[src/rtl/bus_gap_pkg.sv]
package bus_gap_pkg;

    localparam int SPACE_W    = 3;
    localparam int NUM_SPACES = 3;
    localparam int REG_W      = 32;
    localparam int CODE_W     = 2;
    localparam int CNT_W      = 3;
    localparam int WR_LSB     = 28;
    localparam int XRW_LSB    = 25;

    localparam logic [REG_W-1:0] FIELD_MASK = 32'h3600_0000;
    localparam logic [REG_W-1:0] POR_VALUE  = 32'h3600_0000;
    localparam logic [CODE_W-1:0] POR_CODE  = 2'b11;

    typedef logic [CODE_W-1:0]  gap_code_t;
    typedef logic [CNT_W-1:0]   gap_cnt_t;
    typedef logic [SPACE_W-1:0] space_id_t;

    typedef struct packed {
        gap_code_t after_wr;
        gap_code_t cross_rw;
    } gap_cfg_t;

    typedef struct packed {
        logic      valid;
        space_id_t space;
        logic      write;
    } acc_rec_t;

    function automatic space_id_t slot_to_id(input int slot);
        case (slot)
            0:       return space_id_t'(0);
            1:       return space_id_t'(3);
            default: return space_id_t'(4);
        endcase
    endfunction

    function automatic gap_cnt_t code_to_cycles(input gap_code_t code);
        return (code == 2'b11) ? gap_cnt_t'(4) : gap_cnt_t'(code);
    endfunction

endpackage

[src/rtl/bus_gap_space_reg.sv]
module bus_gap_space_reg
    import bus_gap_pkg::*;
#(
    parameter space_id_t SPACE_ID = '0
) (
    input  logic              clk,
    input  logic              rst_por,
    input  logic              cfg_wr,
    input  space_id_t         cfg_sel,
    input  logic [REG_W-1:0]  cfg_wdata,
    output gap_cfg_t          cfg_out,
    output logic [REG_W-1:0]  rdata
);
    logic     hit;
    gap_cfg_t cfg_q;

    assign hit = (cfg_sel == SPACE_ID);

    always_ff @(posedge clk) begin
        if (rst_por) begin
            cfg_q.after_wr <= POR_CODE;
            cfg_q.cross_rw <= POR_CODE;
        end else if (cfg_wr && hit) begin
            cfg_q.after_wr <= cfg_wdata[WR_LSB +: CODE_W];
            cfg_q.cross_rw <= cfg_wdata[XRW_LSB +: CODE_W];
        end
    end

    always_comb begin
        rdata = '0;
        if (hit) begin
            rdata[WR_LSB +: CODE_W]  = cfg_q.after_wr;
            rdata[XRW_LSB +: CODE_W] = cfg_q.cross_rw;
        end
    end

    assign cfg_out = cfg_q;

endmodule

[src/rtl/bus_gap_calc.sv]
module bus_gap_calc
    import bus_gap_pkg::*;
(
    input  acc_rec_t  hist,
    input  gap_cfg_t  prev_cfg,
    input  space_id_t nxt_space,
    input  logic      nxt_write,
    output gap_cnt_t  gap_cycles
);
    always_comb begin
        if (!hist.valid) begin
            gap_cycles = '0;
        end else if (hist.write) begin
            gap_cycles = code_to_cycles(prev_cfg.after_wr);
        end else if (nxt_write && (nxt_space != hist.space)) begin
            gap_cycles = code_to_cycles(prev_cfg.cross_rw);
        end else begin
            gap_cycles = '0;
        end
    end
endmodule

[src/rtl/bus_gap_timer.sv]
module bus_gap_timer
    import bus_gap_pkg::*;
(
    input  logic     clk,
    input  logic     rst,
    input  logic     req_valid,
    input  logic     bus_busy,
    input  gap_cnt_t gap_cycles,
    output logic     grant,
    output logic     gap_active
);
    logic     loaded;
    gap_cnt_t cnt;
    logic     fresh;
    logic     expired;

    assign fresh      = req_valid && !loaded;
    assign expired    = fresh ? (gap_cycles == '0) : (cnt == '0);
    assign gap_active = req_valid && !expired;
    assign grant      = req_valid && expired && !bus_busy;

    always_ff @(posedge clk) begin
        if (rst) begin
            loaded <= 1'b0;
            cnt    <= '0;
        end else if (grant) begin
            loaded <= 1'b0;
            cnt    <= '0;
        end else if (fresh) begin
            loaded <= 1'b1;
            cnt    <= (gap_cycles == '0) ? gap_cnt_t'(0) : gap_cycles - gap_cnt_t'(1);
        end else if (loaded && cnt != '0) begin
            cnt    <= cnt - gap_cnt_t'(1);
        end
    end

    AST_GAP_COUNTDOWN: assert property (@(posedge clk) disable iff (rst)
        (loaded && cnt != '0 && req_valid) |=> (cnt == $past(cnt) - gap_cnt_t'(1)));

    AST_GRANT_HAS_REQ: assert property (@(posedge clk) disable iff (rst)
        grant |-> req_valid);

endmodule

[src/rtl/bus_gap_inserter.sv]
module bus_gap_inserter
    import bus_gap_pkg::*;
(
    input  logic              clk,
    input  logic              rst_por,
    input  logic              rst_soft,
    input  logic              cfg_wr,
    input  logic [SPACE_W-1:0] cfg_sel,
    input  logic [REG_W-1:0]  cfg_wdata,
    output logic [REG_W-1:0]  cfg_rdata,
    input  logic              req_valid,
    input  logic [SPACE_W-1:0] req_space,
    input  logic              req_write,
    input  logic              bus_busy,
    output logic              req_grant,
    output logic              gap_active
);
    logic              hist_rst;
    gap_cfg_t          cfg_arr   [NUM_SPACES];
    logic [REG_W-1:0]  rdata_arr [NUM_SPACES];
    acc_rec_t          hist;
    gap_cfg_t          prev_cfg;
    gap_cnt_t          gap_cycles;

    assign hist_rst = rst_por || rst_soft;

    for (genvar g = 0; g < NUM_SPACES; g++) begin : g_space
        bus_gap_space_reg #(.SPACE_ID(slot_to_id(g))) u_reg (
            .clk       (clk),
            .rst_por   (rst_por),
            .cfg_wr    (cfg_wr),
            .cfg_sel   (cfg_sel),
            .cfg_wdata (cfg_wdata),
            .cfg_out   (cfg_arr[g]),
            .rdata     (rdata_arr[g])
        );

        AST_SOFT_KEEPS_CFG: assert property (@(posedge clk) disable iff (rst_por)
            (rst_soft && !cfg_wr) |=> $stable(cfg_arr[g]));
    end

    always_comb begin
        cfg_rdata = '0;
        for (int i = 0; i < NUM_SPACES; i++) begin
            cfg_rdata = cfg_rdata | rdata_arr[i];
        end
    end

    always_comb begin
        prev_cfg = '0;
        for (int i = 0; i < NUM_SPACES; i++) begin
            if (hist.space == slot_to_id(i)) begin
                prev_cfg = cfg_arr[i];
            end
        end
    end

    bus_gap_calc u_calc (
        .hist       (hist),
        .prev_cfg   (prev_cfg),
        .nxt_space  (req_space),
        .nxt_write  (req_write),
        .gap_cycles (gap_cycles)
    );

    bus_gap_timer u_timer (
        .clk        (clk),
        .rst        (hist_rst),
        .req_valid  (req_valid),
        .bus_busy   (bus_busy),
        .gap_cycles (gap_cycles),
        .grant      (req_grant),
        .gap_active (gap_active)
    );

    always_ff @(posedge clk) begin
        if (hist_rst) begin
            hist <= '0;
        end else if (req_grant) begin
            hist.valid <= 1'b1;
            hist.space <= req_space;
            hist.write <= req_write;
        end
    end

    AST_RESERVED_ZERO: assert property (@(posedge clk) disable iff (rst_por)
        (cfg_rdata & ~FIELD_MASK) == '0);

    AST_FIRST_FREE: assert property (@(posedge clk) disable iff (hist_rst)
        (req_valid && !hist.valid) |-> !gap_active);

    AST_GRANT_NO_GAP: assert property (@(posedge clk) disable iff (hist_rst)
        req_grant |-> !gap_active);

    AST_BUSY_BLOCKS: assert property (@(posedge clk) disable iff (hist_rst)
        (req_valid && bus_busy) |-> !req_grant);

endmodule

[config.mk]
export PLATFORM = sky130hd
export DESIGN_NAME = bus_gap_inserter
export DESIGN_NICKNAME = d
export VERILOG_FILES = /design/src/rtl/bus_gap_pkg.sv /design/src/rtl/bus_gap_space_reg.sv /design/src/rtl/bus_gap_calc.sv /design/src/rtl/bus_gap_timer.sv /design/src/rtl/bus_gap_inserter.sv
export SDC_FILE = /design/constraint.sdc
export NUM_CORES = 1
export LEC_CHECK = 0
export CORE_MARGIN = 10
export CORE_UTILIZATION = 45
export DETAILED_ROUTE_END_ITERATION = 8
export PLACE_DENSITY = 0.78
export SLEW_MARGIN = 20
export SYNTH_ARGS = -nofsm -noshare
export SYNTH_HDL_FRONTEND = slang
export SYNTH_HIERARCHICAL = 1
export SYNTH_SLANG_ARGS = --single-unit
export TNS_END_PERCENT = 5
[constraint.sdc]
create_clock -name clk -period 4.02 [get_ports clk]
set_input_delay 1.206 -clock clk [delete_from_list [all_inputs] [get_ports clk]]
set_output_delay 1.206 -clock clk [all_outputs]
set_load 0.005 [all_outputs]
==> results of run 1 <==
where the power goes:
group | internal [mW] | switching (mW)
clock | 0.0689 | 0.0687
combinational | 0.0504 | 0.0522
sequential | 0.213 | 0.00487
Yosys cell counts (2+ instances only):
library cell,instances
buf_4,84
nor2_1,32
o2bb2ai_1,4
conb_1,3
xor2_1,3
and3_2,4
nor3_1,2
nor2b_1,2
nand2b_1,3
ha_1,4
and2_1,8
clkbuf_1,2
buf_6,2
nand3_1,2
buf_1,2
a21oi_1,2
mux2i_1,21
nand2_1,3
or2_1,2
inv_1,6
or3_1,32
o32ai_1,2
dfxtp_1,21
kinds of logic (layout without fill, tap and decap cells):
kind of cell | count (synthesis) | count (layout) | share of synthesized area
other | 3 | 84 | 0.005220
xor gates and xnor gates | 3 | 3 | 0.01218
AOI/OAI and AO/OA | 15 | 15 | 0.05917
and+or+nand+nor | 103 | 103 | 0.2831
DFF | 21 | 21 | 0.1949
adders and majority gates | 4 | 4 | 0.02320
buffers and inverters | 98 | 46 | 0.3248
muxes | 21 | 21 | 0.09745
metal layers:
layer  vias to the layer above  routed length, um  track usage
met3                         4                238      0.03464
met5                         -                  0            0
met4                         0                 40      0.01879
met1                       648               1433      0.09727
li1                        794                  -            -
met2                        26               1953       0.1789
layout make-up:
class | instances | area [sq um]
multi-input cells | 230 | 1386
clock buffers | 3 | 41.29
flip-flops and latches | 21 | 420.4
clock inverters | 1 | 5.005
repair buffers | 36 | 297.8
well taps | 54 | 67.56
inverters | 6 | 22.52
fillers | 464 | 2451
how the worst max path moves through the flow:
stage / end / slack (ps) / depth (start not counted)
6_report: cfg_rdata[26] / 30 / 5
5_1_grt: cfg_rdata[26] / -10 / 5
4_1_cts: req_grant / -140 / 10
3_5_place_dp: req_grant / -730 / 9
3_3_place_gp: req_grant / -680 / 9
2_1_floorplan: req_grant / 210 / 7
registers in the layout, indices dropped and copies added, names as in the netlist:
name and flops:
g_space.u_reg/cfg_out 12, u_timer/loaded 1, u_timer/cnt 3, hist 5
tightest hold or removal path, delay by kind of cell, from the launching register on:
kind | cells | cell delay [ps]
and+or+nand+nor | 2 | 140
DFF | 1 | 330
metrics by stage:
step	cell area, sq um	util	std cells
5_1_grt	2241	0.4776	351
6_report	2241	0.4776	351
3_3_place_gp	2153	0.4589	344
2_1_floorplan	2461	-	349
4_1_cts	2242	0.4779	350
3_5_place_dp	2153	0.4589	344
repair_timing:
action | 4_1_cts | 5_1_grt
gates resized for setup | 18 | 10
buffers inserted | 2 | 1
pin swaps | 4 | 8
endpoints found under the setup margin | 6 | 3
==> qor.yml, run 1 <==
critical_path:
  critPathRequiredTime_ps: 2810
  rr_endpoint: "u_timer/cnt[0]"
  cp_cell_sequence: "clkdlybuf4s50_1 > and3b_1 > and2_1 > or3_1 > dlygate4sd2_1"
  criticalPathCategory: "input pin to output port"
  rr_startpoint: "hist[1]"
  crit_family: "buffers and inverters"
  critPathMaxStageDelay_ps: 510
  slowest_stage: "clkdlybuf4s50_1"
  reg2reg_depth: 9
  end_kind: "output port"
  path_buf_inv: 2
  crit_fanout: 4
  start_kind: "input pin"
  cp-startpoint: "cfg_sel[2]"
  ff2ff_setup_slack_ps: 1370
  crit_arrival_ps: 2780
sta:
  fin_skew_ps: 5.372
  hold_viol: 0
  fin_ws_ps: 31.29
  fin_crit_ps: 3989
  grt_setup_unrepaired: "true"
  max_freq_mhz: 250.7
  finalSetupViolCount: 0
  fin_hold_ws_ps: 510.6
  fin_crit_sh: 0.9922
  drv_slew: 0
  fin_tns_setup_ps: 0
clock_tree:
  cts_tree: "built"
  cts.clk_slew.worst_paths_ps: 80
  clkSinkCount: 21
  cts-root-buf: "clkbuf_8"
  h-tree-depth: 1
  cts_made_buffers: 3
  clk_path_buf_depth: 2
  cts_hold_buf: 0
  clk_latency_ps: 260
placement:
  place_congestion: 0.8364
  numPortBuffers: 22
  preCtsSetupSlack_ps: -730.6
  hpwl_um: 3041
min_path:
  min_to: "hist[4]"
  hold_path_class: "flip-flop to flip-flop"
  holdPathStages: 2
  worstHoldStart: "hist[4]"
floorplan:
  die_x_um: 89.24
  dieArea_sq_mm: 0.007963
  row_count: 25
  core_sq_mm: 0.004692
  die_y_um: 89.24
  initial_core_util: 0.4597
  io_pins: 79
cells_and_area:
  drive_gt1_frac: 0.1279
  layout_common_cells: "conb_1, or3_1, nor2_1, mux2i_1, dfxtp_1"
  area_growth_pct: 3.886
  layout.nets: 347
  final_common_cell: "conb_1"
  diodes: 0
synthesis:
  mappedNetlistArea_sq_mm: 0.002157
  synth.avg_cell_area_sq_um: 8.049
  synth_edf_count: 0
  ys_top_cells_by_area: "buf_4, dfxtp_1, mux2i_1"
  yosysUniqueCellTypes: 45
  synth_top_cell_area_share: 0.2923
  async_reset_ff_frac: 0
  synth-main-ff-cell: "dfxtp_1"
  synth_top_area_cell: "buf_4"
  netlist_instances: 268
  ys_warn_count: 6
  ys_seq_area_frac: 0.1949
  synth-seq-cells: 21
power:
  powerDensity_mw_per_mm2: 204.4
  power_uw: 458.0
  peakVddDrop_v: 0.0002131
  p_leak_nw: 1.175
detailed_routing:
  wl_um: 3665
  dr_total_vias: 1472
  detail-route-antenna-nets: 0
  route.detailed.drc: 0
  dr.pass1.iters: 4
  wl_per_cell_um: 10.44
  via_per_inst: 4.194
  drt-initial-drc-count: 19
job:
  maxCapViolCount: 0
grt:
  track_usage: 0.09477
  grt_overflow_total: 0
  grt_max_degree: 26
  antenna_found_initial: 0
  grt_pass1_wl_um: 6065
  grt_pass1_vias: 1375
run_status:
  status: "finished, final reports clean"
Note: power is estimated with default switching activity, not from simulation.
==> run 2: changes to the inputs <==
CAP_MARGIN = 20   (was default)
REMOVE_ABC_BUFFERS = 1   (was default)
==> run 2 against run 1 <==
Effect of this change: wire length did not move; setup slack improved by 47 ps; core utilization rose by 0.51 points; first-iteration DRC count grew to 3.1 times the previous value; maximum frequency up 1.2%; flip-flop and latch count unchanged; cell count decreased by 1.1%; die area is the same; largest power group unchanged; critical path type unchanged; count of clock-buffer cells in the layout stayed put; cell area increased by 1.1%; largest cell class unchanged; global-route usage fell by 0.25 points.
==> qor.yml, run 2 (same netlist as run 1, synthesis figures left out) <==
critical_path:
  crit_arrival_ps: 2740  # -40 ps
  critPathRequiredTime_ps: 2810  # about the same
  cp_cell_sequence: "buf_8 > xor2_4 > o311ai_4 > o32ai_2 > nor2_2 > ha_2 > nand2b_1 > a21oi_2 > buf_2"
  reg2reg_depth: 9  # unchanged
  end_kind: "output port"
  rr_startpoint: "hist[2]"
  crit_fanout: 3  # -1
  rr_endpoint: "u_timer/cnt[0]"
  slowest_stage: "o311ai_4"
  start_kind: "input pin"
  critPathMaxStageDelay_ps: 390  # -120 ps
  ff2ff_setup_slack_ps: 1380  # about the same
  criticalPathCategory: "input pin to output port"
grt:
  track_usage: 0.09225  # -0.002513
  use_met1: 0.1023  # +0.005055
  met3_usage: 0.02735  # -0.007293
  busiest_layer: "met2"
  grt.met2_usage: 0.1657  # -0.01320
  grt_pass1_vias: 1337  # -2.8%
  grt_overflow_total: 0  # unchanged
  antenna_found_initial: 0  # unchanged
  grt_pass1_wl_um: 5920  # -2.4%
  grt_max_degree: 26  # unchanged
clock_tree:
  cts-root-buf: "clkbuf_8"
  clkSinkCount: 21  # unchanged
  h-tree-depth: 1  # unchanged
  clk_path_buf_depth: 2  # unchanged
  cts_made_buffers: 3  # unchanged
  clk_latency_ps: 260  # about the same
  cts.clk_slew.worst_paths_ps: 70  # about the same
  cts_tree: "built"
floorplan:
  initial_core_util: 0.4597  # unchanged
  die_y_um: 89.24  # unchanged
  die_x_um: 89.24  # unchanged
  io_pins: 79  # unchanged
  row_count: 25  # unchanged
  core_sq_mm: 0.004692  # unchanged
  dieArea_sq_mm: 0.007963  # unchanged
sta:
  finalSetupViolCount: 0  # unchanged
  fin_crit_sh: 0.9804  # -0.01179
  fin_skew_ps: 3.620  # -1.753 ps
  fin_crit_ps: 3941  # -47.40 ps
  drv_slew: 0  # unchanged
  hold_viol: 0  # unchanged
  max_freq_mhz: 253.7  # +1.2%
  grt_setup_unrepaired: "true"
  fin_ws_ps: 78.70  # +47.40 ps
placement:
  place_inst: 342  # -0.58%
  numPortBuffers: 22  # unchanged
  preCtsSetupSlack_ps: -736.5  # -5.839 ps
  hpwl_um: 2992  # -1.6%
  place_congestion: 0.8414  # +0.60%
detailed_routing:
  via_per_inst: 4.251  # +1.4%
  dr.pass1.iters: 4  # unchanged
  route.detailed.drc: 0  # unchanged
  dr_total_vias: 1475  # +0.20%
  wl_per_cell_um: 10.56  # +1.2%
  drt-initial-drc-count: 59  # +40
  wl_um: 3665  # unchanged
  detail-route-antenna-nets: 0  # unchanged
min_path:
  worstHoldStart: "hist[4]"
  holdPathStages: 2  # unchanged
  min_to: "hist[4]"
  hold_path_class: "flip-flop to flip-flop"
power:
  peakVddDrop_v: 0.0001369  # -36%
  power_uw: 462.0  # +0.87%
  powerDensity_mw_per_mm2: 204.0  # -0.18%
  p_leak_nw: 1.186  # +0.89%
cells_and_area:
  diodes: 0  # unchanged
  final_core_util: 0.4827  # +0.005067
  largest_reg_flops: 12  # unchanged
  drive_gt1_frac: 0.1297  # +0.001747
  fill_cells: 474  # +2.2%
  layout_common_cells: "conb_1, or3_1, nor2_1, mux2i_1, dfxtp_1"
  final_common_cell: "conb_1"
  fin_cells: 347  # -1.1%
  layout.nets: 343  # -1.2%
  area_growth_pct: 4.988
job:
  maxCapViolCount: 0  # unchanged
run_status:
  status: "finished, final reports clean"
-- run 2: cell count changes in the layout (fill, tap and decap cells not counted), sizes merged --
cell,previous run,this run
buf,15,14
dlymetal6s2s,1,3
clkdlybuf4s50,12,9
dlygate4sd2,4,5
clkbuf,7,4
-- run 2: layout make-up --
cell class	instances	area [sq um]	share of cell area
sequential	21	420.4	0.1856
clock inverter	1	5.005	0.002210
multi-input combinational	230	1420	0.6271
tap	54	67.56	0.02983
timing repair buffer	32	287.8	0.1271
inverter	6	22.52	0.009945
clock buffer	3	41.29	0.01823
-- run 2: worst max-delay path: cells and delay by family --
kind | cells | cell delay [ps]
fa+ha+maj | 1 | 210
simple gates | 2 | 250
buf+inv | 2 | 230
compound gates | 3 | 690
xor+xnor | 1 | 150
-- run 2: worst max-delay path by stage --
stage | from | endpoint | slack, ps | cells past startpoint
global placement | req_space[1] | req_grant | -660 | 9
CTS | req_write | gap_active | -100 | 9
finish | req_space[1] | req_grant | 80 | 9
global route | req_space[0] | req_grant | -20 | 9
floorplan | req_space[1] | req_grant | -80 | 7
detailed placement | req_space[1] | req_grant | -740 | 9
-- run 2: power by group --
part | total, mW | leakage [nW] | internal [mW] | switching [mW]
logic | 0.105 | 0.989 | 0.0515 | 0.0531
registers | 0.218 | 0.171 | 0.213 | 0.00534
clock network | 0.139 | 0.0255 | 0.0691 | 0.0700
total | 0.462 | 1.19 | 0.334 | 0.128
-- run 2: metal layers --
metal  vias to the layer above  wire length, um
met2                        36             1838
met5                         -                0
met4                         0               31
met3                         5              264
li1                        787                -
met1                       647             1531
-- run 2: stage by stage --
step                      TNS [ps]  hold WS, ps  area (sq um)
after global placement       -1956        498.0          2138
after global routing        -18.05        541.1          2265
final                            0        516.1          2265
after detailed placement     -2166        505.1          2138
after floorplan             -75.06        478.6          1783
after CTS                   -96.47        518.3          2216
-- run 2: what timing repair did --
item | 4_1_cts | 5_1_grt
pin swaps | 6 | 6
hold buffers | 0 | 0
buffers inserted | 1 | 1
endpoints found under the hold margin | 0 | 0
gates resized for setup | 23 | 20
setup endpoints to repair | 6 | 5
==> run 3: changes to the inputs <==
ABC_CLOCK_PERIOD_IN_PS = 4019   (was default)
SLEW_MARGIN = default   (was 20)
==> results of run 3 <==
The final DEF is identical to that of run 2; final timing and power are the same.
